[config.mk]
export PLATFORM = sky130hd
export DESIGN_NAME = bch_dec_adaptive
export DESIGN_NICKNAME = d
export VERILOG_FILES = /design/src/rtl/bch_dec_pkg.sv /design/src/rtl/bch_syn.sv /design/src/rtl/bch_fast.sv /design/src/rtl/bch_dbl.sv /design/src/rtl/bch_dec_adaptive.sv
export SDC_FILE = /design/constraint.sdc
export NUM_CORES = 1
export LEC_CHECK = 0
export BUFFER_PORTS_ARGS = -buffer_cell sky130_fd_sc_hd__buf_2
export CAP_MARGIN = 20
export CORE_ASPECT_RATIO = 1.4
export CORE_UTILIZATION = 69
export CTS_CLUSTER_DIAMETER = 200
export DETAILED_ROUTE_END_ITERATION = 7
export GPL_TIMING_DRIVEN = 0
export HOLD_SLACK_MARGIN = 0.12
export PLACE_DENSITY = 0.95
export SLEW_MARGIN = 20
export SYNTH_ARGS = -nofsm -noshare
export SYNTH_HDL_FRONTEND = slang
export SYNTH_SLANG_ARGS = --single-unit
[constraint.sdc]
create_clock -name clk_i -period 6.5 [get_ports clk_i]
set_input_delay 0.975 -clock clk_i [delete_from_list [all_inputs] [get_ports clk_i]]
set_output_delay 0.975 -clock clk_i [all_outputs]
set_load 0.005 [all_outputs]
[src/rtl/bch_dec_pkg.sv]
`timescale 1ns/1ps
package bch_dec_pkg;
  localparam int GF_M = 7;
  localparam logic [GF_M-1:0] GF_POLY = 7'h09;  // x^7 = x^3 + 1
  localparam int GF_ORD = (1 << GF_M) - 1;

  typedef logic [GF_M-1:0] gf_t;

  typedef enum logic [1:0] {
    ST_CLEAN = 2'd0,
    ST_FIX1  = 2'd1,
    ST_FIX2  = 2'd2,
    ST_FAIL  = 2'd3
  } dec_st_e;

  function automatic gf_t gf_xtime(gf_t a);
    return a[GF_M-1] ? ((a << 1) ^ GF_POLY) : (a << 1);
  endfunction

  function automatic gf_t gf_mul(gf_t a, gf_t b);
    gf_t acc;
    gf_t sh;
    acc = '0;
    sh  = a;
    for (int k = 0; k < GF_M; k++) begin
      if (b[k]) acc ^= sh;
      sh = gf_xtime(sh);
    end
    return acc;
  endfunction

  function automatic gf_t gf_cube(gf_t a);
    return gf_mul(gf_mul(a, a), a);
  endfunction

  function automatic gf_t alpha_pow(int unsigned k);
    gf_t r;
    r = gf_t'(1);
    for (int unsigned n = 0; n < (k % GF_ORD); n++) r = gf_xtime(r);
    return r;
  endfunction
endpackage

[src/rtl/bch_syn.sv]
`timescale 1ns/1ps
module bch_syn
  import bch_dec_pkg::*;
#(
  parameter int N_POS = 78
) (
  input  logic [N_POS:0] cw_i,
  output gf_t            s1_o,
  output gf_t            s3_o,
  output logic           par_o
);
  gf_t t1 [N_POS];
  gf_t t3 [N_POS];

  for (genvar i = 0; i < N_POS; i++) begin : g_col
    localparam gf_t A1 = alpha_pow(i);
    localparam gf_t A3 = alpha_pow(3 * i);
    assign t1[i] = cw_i[i] ? A1 : '0;
    assign t3[i] = cw_i[i] ? A3 : '0;
  end

  always_comb begin
    s1_o = '0;
    s3_o = '0;
    for (int i = 0; i < N_POS; i++) begin
      s1_o ^= t1[i];
      s3_o ^= t3[i];
    end
  end

  assign par_o = ^cw_i;
endmodule

[src/rtl/bch_fast.sv]
`timescale 1ns/1ps
module bch_fast
  import bch_dec_pkg::*;
#(
  parameter int DATA_W = 64
) (
  input  gf_t               s1_i,
  input  gf_t               s3_i,
  input  gf_t               s1c_i,
  input  logic              par_i,
  input  logic [DATA_W-1:0] data_i,
  output logic              dbl_o,
  output dec_st_e           st_o,
  output logic [DATA_W-1:0] data_o
);
  localparam int DATA_LO = 2 * GF_M;

  logic        s_zero, single;
  gf_t         s1_g;
  logic [DATA_W-1:0] flip;

  assign s_zero = (s1_i == '0) && (s3_i == '0);
  assign single = par_i && (s3_i == s1c_i);
  assign dbl_o  = !par_i && (s1_i != '0);

  // comparators only see a syndrome for single-error words
  assign s1_g = single ? s1_i : '0;

  for (genvar j = 0; j < DATA_W; j++) begin : g_loc
    localparam gf_t LOC = alpha_pow(j + DATA_LO);
    assign flip[j] = (s1_g == LOC);
  end

  assign data_o = data_i ^ flip;

  always_comb begin
    if (!par_i && s_zero) st_o = ST_CLEAN;
    else if (single)      st_o = ST_FIX1;
    else                  st_o = ST_FAIL;
  end
endmodule

[src/rtl/bch_dbl.sv]
`timescale 1ns/1ps
module bch_dbl
  import bch_dec_pkg::*;
#(
  parameter int DATA_W = 64,
  parameter int N_POS  = 78
) (
  input  gf_t               a_i,
  input  gf_t               b_i,
  input  gf_t               c_i,
  input  logic [DATA_W-1:0] data_i,
  output logic [DATA_W-1:0] data_o,
  output logic              ok_o
);
  localparam int DATA_LO = 2 * GF_M;

  logic [N_POS-1:0] root;

  // S1*X^2 + S1^2*X + (S3 + S1^3) = 0 at each error locator X
  for (genvar i = 0; i < N_POS; i++) begin : g_pos
    localparam gf_t X1 = alpha_pow(i);
    localparam gf_t X2 = alpha_pow(2 * i);
    assign root[i] = ((gf_mul(a_i, X2) ^ gf_mul(b_i, X1) ^ c_i) == '0);
  end

  assign data_o = data_i ^ root[DATA_LO +: DATA_W];
  assign ok_o   = |root;
endmodule

[src/rtl/bch_dec_adaptive.sv]
`timescale 1ns/1ps
module bch_dec_adaptive
  import bch_dec_pkg::*;
#(
  parameter  int DATA_W = 64,
  localparam int N_POS  = DATA_W + 2 * GF_M,
  localparam int CW_W   = N_POS + 1
) (
  input  logic              clk_i,
  input  logic              rst_ni,
  input  logic              valid_i,
  input  logic [CW_W-1:0]   cw_i,
  output logic              done_o,
  output logic [1:0]        status_o,
  output logic [DATA_W-1:0] data_o
);
  localparam int DATA_LO = 2 * GF_M;

  gf_t s1, s3, s1c;
  logic par;

  bch_syn #(.N_POS(N_POS)) u_syn (
    .cw_i (cw_i),
    .s1_o (s1),
    .s3_o (s3),
    .par_o(par)
  );

  assign s1c = gf_cube(s1);

  logic              dbl;
  dec_st_e           fast_st;
  logic [DATA_W-1:0] fast_data;

  bch_fast #(.DATA_W(DATA_W)) u_fast (
    .s1_i  (s1),
    .s3_i  (s3),
    .s1c_i (s1c),
    .par_i (par),
    .data_i(cw_i[DATA_LO +: DATA_W]),
    .dbl_o (dbl),
    .st_o  (fast_st),
    .data_o(fast_data)
  );

  logic              dbl_load, dbl_v_q;
  gf_t               coef_a_q, coef_b_q, coef_c_q;
  logic [DATA_W-1:0] dbl_raw_q;

  assign dbl_load = valid_i && dbl;

  // enable-held stage: locator logic sees no syndrome ripple
  always_ff @(posedge clk_i or negedge rst_ni) begin
    if (!rst_ni) begin
      dbl_v_q   <= 1'b0;
      coef_a_q  <= '0;
      coef_b_q  <= '0;
      coef_c_q  <= '0;
      dbl_raw_q <= '0;
    end else begin
      dbl_v_q <= dbl_load;
      if (dbl_load) begin
        coef_a_q  <= s1;
        coef_b_q  <= gf_mul(s1, s1);
        coef_c_q  <= s3 ^ s1c;
        dbl_raw_q <= cw_i[DATA_LO +: DATA_W];
      end
    end
  end

  logic [DATA_W-1:0] dbl_data;
  logic              dbl_ok;

  bch_dbl #(.DATA_W(DATA_W), .N_POS(N_POS)) u_dbl (
    .a_i   (coef_a_q),
    .b_i   (coef_b_q),
    .c_i   (coef_c_q),
    .data_i(dbl_raw_q),
    .data_o(dbl_data),
    .ok_o  (dbl_ok)
  );

  logic              done_q;
  dec_st_e           st_q;
  logic [DATA_W-1:0] data_q;

  always_ff @(posedge clk_i or negedge rst_ni) begin
    if (!rst_ni) begin
      done_q <= 1'b0;
      st_q   <= ST_CLEAN;
      data_q <= '0;
    end else begin
      done_q <= 1'b0;
      if (dbl_v_q) begin
        done_q <= 1'b1;
        st_q   <= dbl_ok ? ST_FIX2 : ST_FAIL;
        data_q <= dbl_ok ? dbl_data : dbl_raw_q;
      end else if (valid_i && !dbl) begin
        done_q <= 1'b1;
        st_q   <= fast_st;
        data_q <= fast_data;
      end
    end
  end

  assign done_o   = done_q;
  assign status_o = st_q;
  assign data_o   = data_q;
endmodule

==> impl_metrics.env, run 1 <==
export IMPL_syn_nets=3140
export IMPL_error="[ERROR GRT-0116] Global routing finished with congestion. Check the congestion regions in the DRC Viewer."
export IMPL_synth_xor_area_share_pct=61.2
export IMPL_grt_pass1_vias=33654
export IMPL_htreeDepth=4
export IMPL_synth_edf_count=0
export IMPL_yosys_area_share_simple_pct=14.8
export IMPL_gp_congestion=1.42
export IMPL_synth_top_family_by_area="XOR/XNOR gates"
export IMPL_cts_hold_buffers_added=0
export IMPL_muxShareOfSynthArea_pct=0.679
export IMPL_overflow=2265
export IMPL_cts_buffers=17
export IMPL_start_util_pct=70.5
export IMPL_syn_inst=3055
export IMPL_synth_seq_cells=153
export IMPL_dp_hpwl_um=107000
export IMPL_synth_warnings=0
export IMPL_synth_ff_type="dfrtp_1"
export IMPL_ios=149
export IMPL_synth_compound_area_share_pct=4.98
export IMPL_io_buffers=97
export IMPL_yosysUniqueCellTypes=76
export IMPL_rows=83
export IMPL_dieWidth_um=166
export IMPL_stop_stage="global routing"
export IMPL_synthTopCellsByArea="xnor2_1 41%, dfrtp_1 15%, xor2_1 14%"
export IMPL_grt_pass1_wl_um=268000
export IMPL_async_flop_share_pct=100
export IMPL_die_h_um=232
export IMPL_synth_top_area_cell="xnor2_1"
export IMPL_clockBufferDepth=2
export IMPL_pre_cts_slack_ns=-2.18
export IMPL_outcome="stopped before the end"
export IMPL_grt_max_degree=82
export IMPL_cts_sinks=153
export IMPL_netlist_area_um2=26000
export IMPL_netlist_area_leader_share_pct=40.9
export IMPL_synth_avg_cell_area_um2=8.50
export IMPL_yosys_area_share_adder_pct=0.144
export IMPL_ys_seq_area_share_pct=14.7
export IMPL_clockRootBuffer="clkbuf_16"
export IMPL_grt_util_all_layers_pct=93.3
routing by layer:
metal | overflow | track usage, %
met4 | 576 | 103
met2 | 1571 | 117
met1 | 33 | 86.3
met3 | 76 | 74.9
met5 | 9 | 41.4
what timing repair did:
action                                  CTS
buffers inserted                         52
cloned                                    2
endpoints found under the setup margin   68
pin swaps                                57
resized for setup                       167
stage by stage:
stage	setup TNS [ns]	instances	utilization, %	hold WS [ns]	cell area [um^2]
after CTS	-0.461	3745	82.4	0.488	30400
after detailed placement	-118.64	3660	77.2	0.484	28500
after global placement	-109.58	3619	74.2	0.479	27300
after floorplan	0	3055	-	0.466	26300
synth_stat cells (all sizes together) (6+ instances only):
master,count
nand2,341
inv,9
nor4b,6
nor4,86
o211ai,6
a21oi,15
o21ai,46
nand3,54
nand2b,8
and3,15
nor2,71
buf,70
xnor3,54
a211oi,9
nor3,77
mux2i,9
o221ai,35
xnor2,1220
xor3,8
mux2,7
a221oi,17
clkbuf,151
or3,20
dfrtp,153
xor2,425
nand4,59
a31oi,17
kinds of logic after synthesis:
kind of cell,count (synthesis)
adders and majority gates,3
DFF,153
and+or+nand+nor,763
xor gates and xnor gates,1707
AOI/OAI and AO/OA,181
muxes,16
buffers and inverters,232
==> run 2: changes to the inputs <==
Settings changed: CORE_ASPECT_RATIO 1.4 to default, CORE_UTILIZATION 69 to 40, CTS_CLUSTER_DIAMETER 200 to default, HOLD_SLACK_MARGIN 0.12 to default, PLACE_DENSITY 0.95 to default, PLACE_DENSITY_LB_ADDON from default to 0.15.
==> run 2 against run 1 <==
  * The flow now finishes, with violations (setup timing)
  * Area after synthesis unchanged
  * Synthesized cell count unchanged
==> impl_metrics.env, run 2 <==
export IMPL_rows=93
export IMPL_outcome="complete, but fails checks"
export IMPL_drive_above_1_share_pct=21.1
export IMPL_slowest_delay_ns=0.90
export IMPL_crit_required_ns=6.85
export IMPL_ios=149
export IMPL_tritoncts="built"
export IMPL_clockBufferDepth=2
export IMPL_crit_chain="clkbuf_1 > buf_1 > xnor2_2 > buf_6 > xnor2_1 > xor2_2 > buf_6 > xnor2_1 > xnor2_1 > a2111oi_2 > a31o_2 > nor3b_1 > nand4_1 > o41ai_1"
export IMPL_antenna_found_initial=6
export IMPL_slowest_stage="xnor2_1"
export IMPL_drv_slew=0
export IMPL_synth_compound_area_share_pct=4.98
export IMPL_synth_seq_cells=153
export IMPL_reg2reg_from="coef_a_q[2]$_DFFE_PN0P_"
export IMPL_finalSetupViolCount=2
export IMPL_period_share_pct=101
export IMPL_hp_start="dbl_raw_q[0]$_DFFE_PN0P_"
export IMPL_yosys_area_share_adder_pct=0.144
export IMPL_async_flop_share_pct=100
export IMPL_synth_xor_area_share_pct=61.2
export IMPL_grt_util_all_layers_pct=48.7
export IMPL_drt_iter0_drc=4730
export IMPL_postRouteWirelength_um=167000
export IMPL_muxShareOfSynthArea_pct=0.679
export IMPL_grt_pass1_wl_um=218000
export IMPL_drc=0
export IMPL_viasPerCell=6.44
export IMPL_core_area_um2=64300
export IMPL_min_path_type="reg -> reg"
export IMPL_timing_fmax_mhz=152
export IMPL_yosysUniqueCellTypes=76
export IMPL_cp_top_family="XOR/XNOR gates"
export IMPL_cts_sinks=153
export IMPL_synth_top_family_by_area="XOR/XNOR gates"
export IMPL_netlist_area_leader_share_pct=40.9
export IMPL_grt_pass1_vias=25063
export IMPL_htreeDepth=4
export IMPL_dieWidth_um=257
export IMPL_cts_buffers=17
export IMPL_synth_warnings=0
export IMPL_mostFrequentLayoutCell="xnor2_1"
export IMPL_cp_max_fo=10
export IMPL_cp_end_kind="register"
export IMPL_nets=3409
export IMPL_design_area_um2=32500
export IMPL_worstMarginPinSlew_ns=1.34
export IMPL_syn_inst=3055
export IMPL_start_util_pct=40.4
export IMPL_first_pass_iters=8
export IMPL_setup_slack_ns=-0.0965
export IMPL_yosysMostFrequentCell="xnor2_1"
export IMPL_layout_cells_non_filler=4197
export IMPL_syn_to_final_growth_pct=24.9
export IMPL_fin_skew_ns=0.0258
export IMPL_synth_top_area_cell="xnor2_1"
export IMPL_hold_violations=0
export IMPL_synthTopCellsByArea="xnor2_1 41%, dfrtp_1 15%, xor2_1 14%"
export IMPL_syn_nets=3140
export IMPL_fillers=6028
export IMPL_drtAntennaViolNets=0
export IMPL_crit_buf_inv=4
export IMPL_reg2reg_to="status_o[0]$_DFFE_PN0P_"
export IMPL_crit_path_start_kind="register"
export IMPL_r2r_setup_slack_ns=-0.1
export IMPL_yosys_area_share_simple_pct=14.8
export IMPL_relSlewSlack_pct=10.2
export IMPL_critPathKind="reg -> reg"
export IMPL_synth_edf_count=0
export IMPL_cap_violations=0
export IMPL_synth_avg_cell_area_um2=8.50
export IMPL_clockRootBuffer="clkbuf_16"
export IMPL_place_area_um2=29700
export IMPL_overflow=0
export IMPL_routedWlPerCell_um=39.7
export IMPL_grt_max_degree=98
export IMPL_final_min_clock_period_ns=6.60
export IMPL_violations="setup timing"
export IMPL_path_clk_slew_ns=0.08
export IMPL_holdPathStages=2
export IMPL_clk_latency_ns=0.47
export IMPL_dp_hpwl_um=131000
export IMPL_final_cell_mix="1112 x xnor2_1, 368 x xor2_1, 334 x nand2_1"
export IMPL_crit_cells=14
export IMPL_hold_end="dbl_raw_q[0]$_DFFE_PN0P_"
export IMPL_die_h_um=257
export IMPL_reg2reg_depth=14
export IMPL_dp_cells=4077
export IMPL_die_area_um2=66000
export IMPL_ys_seq_area_share_pct=14.7
export IMPL_gp_congestion=1.16
export IMPL_via_count=27010
export IMPL_cp_arrival_ns=6.95
export IMPL_io_buffers=97
export IMPL_netlist_area_um2=26000
export IMPL_synth_common_cells="1212 x xnor2_1, 424 x xor2_1, 340 x nand2_1"
export IMPL_crit_top_cell="xnor2_1"
export IMPL_synth_ff_type="dfrtp_1"
[run 2: timing repair]
action                                  in CTS  in global routing
hold endpoints to repair                     0                  0
gates resized for setup                    161                136
pin swaps                                   32                 45
buffers inserted                            38                 45
endpoints found under the setup margin      67                 64
gates cloned                                 0                  2
hold buffers                                 0                  0
[run 2: cell type report]
cell class	instances	area (um^2)	area share, %
Inverter	11	51.3	0.158
Sequential cell	153	3830	11.8
Timing Repair Buffer	252	2090	6.44
Multi-Input combinational cell	2670	23500	72.4
Buffer	219	1260	3.89
Antenna cell	5	12.5	0.0386
Tap cell	855	1070	3.30
Clock inverter	14	194	0.598
Clock buffer	18	439	1.35
[run 2: stage by stage]
stage               setup TNS [ns]  util, %  setup slack (ns)  hold slack, ns
floorplan                        0        -            0.0165           0.466
global placement           -120.73     43.2             -3.16           0.481
detailed placement         -125.27     46.2             -2.13           0.485
CTS                              0     48.9            0.0282           0.501
global route                -0.380     50.4           -0.0837           0.520
finish                      -0.118     50.4           -0.0965           0.502
[run 2: cells by family (layout without fill, tap and decap cells)]
kind of cell,Yosys count,after routing
AO/OA/AOI/OAI,181,181
XOR/XNOR,1707,1707
AND/OR/NAND/NOR,763,763
other,0,5
multiplexers,16,16
buffers and inverters,232,514
flip-flops,153,153
adder cells (fa/ha/maj),3,3
[run 2: layer usage]
layer | wire length (um) | global-route usage, %
met5 | 100 | 0.292
met2 | 62000 | 63.3
met3 | 28700 | 23.5
met4 | 12700 | 29.3
met1 | 63000 | 63.7
[run 2: worst min-delay path, cell delays in order (launching register included)]
cell and delay, ns:
dfrtp_1 0.36, nand2_1 0.05, nand2_1 0.05
[run 2: worst max path at each step]
stage                       startpoint                      end
2_1_floorplan                 cw_i[69]    data_o[7]$_DFFE_PN0P_
3_3_place_gp   coef_a_q[2]$_DFFE_PN0P_  status_o[0]$_DFFE_PN0P_
3_5_place_dp                  cw_i[55]   data_o[50]$_DFFE_PN0P_
4_1_cts                       cw_i[43]    data_o[7]$_DFFE_PN0P_
5_1_grt                       cw_i[26]   data_o[23]$_DFFE_PN0P_
6_report       coef_a_q[2]$_DFFE_PN0P_  status_o[0]$_DFFE_PN0P_
Power of run 2 is left out: the tool's default activity adds up to more than one toggle a clock period on the data nets, which glitch-free logic cannot reach.
==> run 3: changes to the inputs <==
Settings changed: ABC_AREA from default to 1, SKIP_LAST_GASP from default to 1.
Clock period 6.5 ns to 7.35 ns, I/O delays scaled along.
==> run 3 against run 2 <==
  * The run now ends clean
  * First-iteration DRC count down 11%
  * Via count increased by 22%
  * Worst setup slack better by 0.46 ns
  * Global-route usage shrank 1.1 points
  * Critical endpoint is now data_o[52]$_DFFE_PN0P_
==> impl_metrics.env, run 3 <==
export IMPL_synth_ff_type="dfrtp_1"
export IMPL_crit_required_ns=7.68
export IMPL_syn_nets=4602
export IMPL_synthTopCellsByArea="xor2_1 29%, nand2_1 15%, dfrtp_1 13%"
export IMPL_clk_latency_ns=0.47
export IMPL_syn_inst=4517
export IMPL_drc=0
export IMPL_grt_max_degree=92
export IMPL_synth_edf_count=0
export IMPL_via_count=32899
export IMPL_grt_util_all_layers_pct=47.6
export IMPL_min_path_type="reg -> reg"
export IMPL_tritoncts="built"
export IMPL_slowest_stage="ha_1"
export IMPL_mostFrequentLayoutCell="nand2_1"
export IMPL_fin_skew_ns=0.0223
export IMPL_multi_input_area_um2=23700
export IMPL_grt_pass1_wl_um=245000
export IMPL_period_share_pct=95.0
export IMPL_worstMarginPinSlew_ns=1.29
export IMPL_nets=4736
export IMPL_drtAntennaViolNets=0
export IMPL_dieWidth_um=274
export IMPL_cts_sinks=153
export IMPL_dp_hpwl_um=144000
export IMPL_antenna_found_initial=5
export IMPL_first_pass_iters=6
export IMPL_synth_seq_cells=153
export IMPL_synth_top_area_cell="xor2_1"
export IMPL_die_h_um=274
export IMPL_async_flop_share_pct=100
export IMPL_clockBufferDepth=2
export IMPL_cts_buffers=17
export IMPL_cts_hold_buffers_added=0
export IMPL_slowest_delay_ns=0.32
export IMPL_ys_seq_area_share_pct=12.9
export IMPL_core_area_um2=73100
export IMPL_syn_to_final_growth_pct=10.3
export IMPL_crit_top_cell="nand2_1"
export IMPL_io_buffers=88
export IMPL_finalSetupViolCount=0
export IMPL_yosysUniqueCellTypes=58
export IMPL_critPathKind="in -> reg"
export IMPL_fillers=7879
export IMPL_rsz0062_at_grt="false"
export IMPL_drive_above_1_share_pct=11.2
export IMPL_start_util_pct=40.5
export IMPL_synth_warnings=0
export IMPL_rows=99
export IMPL_timing_fmax_mhz=143
export IMPL_postRouteWirelength_um=182000
export IMPL_hold_violations=0
export IMPL_drt_iter0_drc=4212
export IMPL_crit_path_start_kind="primary input"
export IMPL_gp_congestion=1.11
export IMPL_relSlewSlack_pct=13.9
export IMPL_cp_arrival_ns=7.32
export IMPL_cp_end_kind="register"
export IMPL_routedWlPerCell_um=32.4
export IMPL_overflow=0
export IMPL_tns_ns=0
export IMPL_ios=149
export IMPL_yosysMostFrequentCell="nand2_1"
export IMPL_drv_slew=0
export IMPL_clockRootBuffer="clkbuf_16"
export IMPL_final_cell_mix="1218 x nand2_1, 968 x xor2_1, 428 x xnor2_1"
export IMPL_grt_pass1_vias=30055
export IMPL_netlist_area_leader_share_pct=29.2
export IMPL_synth_common_cells="1218 x nand2_1, 987 x xor2_1, 436 x xnor2_1"
export IMPL_viasPerCell=5.85
export IMPL_cap_violations=0
export IMPL_netlist_area_um2=29600
export IMPL_outcome="finished clean"
export IMPL_path_clk_slew_ns=0.07
export IMPL_ff_latch_area_um2=3830
export IMPL_cp_max_fo=10
export IMPL_final_min_clock_period_ns=6.98
export IMPL_synth_avg_cell_area_um2=6.56
export IMPL_htreeDepth=4
export IMPL_die_area_um2=75200
run 3: final cells by class:
class	count	area share, %
Multi-Input combinational cell	3764	72.4
Sequential cell	153	11.7
Inverter	371	4.28
Buffer	228	3.76
Tap cell	959	3.67
Timing Repair Buffer	116	2.36
Clock buffer	19	1.39
Clock inverter	13	0.394
Antenna cell	3	0.0230
run 3: cell families (layout without fill, tap and decap cells):
kind of cell             count (synthesis)  in the layout  share of synthesized area [%]
AO/OA/AOI/OAI                          338            338                           6.36
XOR/XNOR                              1429           1429                           42.4
adder cells (fa/ha/maj)                  3              3                          0.127
buffers and inverters                  600            747                           8.57
flip-flops                             153            153                           12.9
other                                    0              3                              0
AND/OR/NAND/NOR                       1994           1994                           29.6
run 3: worst max-delay path, delay by kind of cell:
| family | cells | cell delay [ns] |
|---|---|---|
| AOI/OAI and AO/OA | 1 | 0.10 |
| adders and majority gates | 1 | 0.32 |
| buffers and inverters | 6 | 1.30 |
| and+or+nand+nor | 36 | 4.51 |
run 3: metrics by stage:
stage               instance area (um^2)  setup WS, ns  instances  hold slack (ns)  utilization (%)
finish                             32700         0.367       5626            0.505             44.7
global route                       32700        0.0281       5623            0.520             44.7
CTS                                32500        0.0203       5619            0.507             44.5
detailed placement                 31900        -0.813       5587            0.489             43.7
global placement                   31300        -0.797       5564            0.468             42.8
floorplan                          29600          1.45       4517            0.470                -
run 3: per-layer routing:
layer	share of wire [%]	GRT usage, %
met5	0.0060	0
met4	12	47.1
met3	9.6	9.72
met2	43	73.5
met1	36	54.0
run 3: repair_timing:
item                                    4_1_cts  5_1_grt
setup buffers                                 0        4
gates resized for setup                       5       21
endpoints found under the setup margin       20       64
pin swaps                                     0        3
run 3: worst paths after layout:
check,startpoint,end,slack (ns),depth (start not counted)
worst max register to register,coef_a_q[6]$_DFFE_PN0P_,status_o[0]$_DFFE_PN0P_,0.48,18
max in group asynchronous,rst_ni,dbl_raw_q[29]$_DFFE_PN0P_,5.79,2
min in group asynchronous,rst_ni,data_o[13]$_DFFE_PN0P_,0.62,1
worst min register to register,dbl_raw_q[54]$_DFFE_PN0P_,dbl_raw_q[54]$_DFFE_PN0P_,0.51,2
worst min-delay path,dbl_raw_q[54]$_DFFE_PN0P_,dbl_raw_q[54]$_DFFE_PN0P_,0.51,2
worst max-delay path,cw_i[58],data_o[52]$_DFFE_PN0P_,0.37,44
Power of run 3 is left out for the same reason.
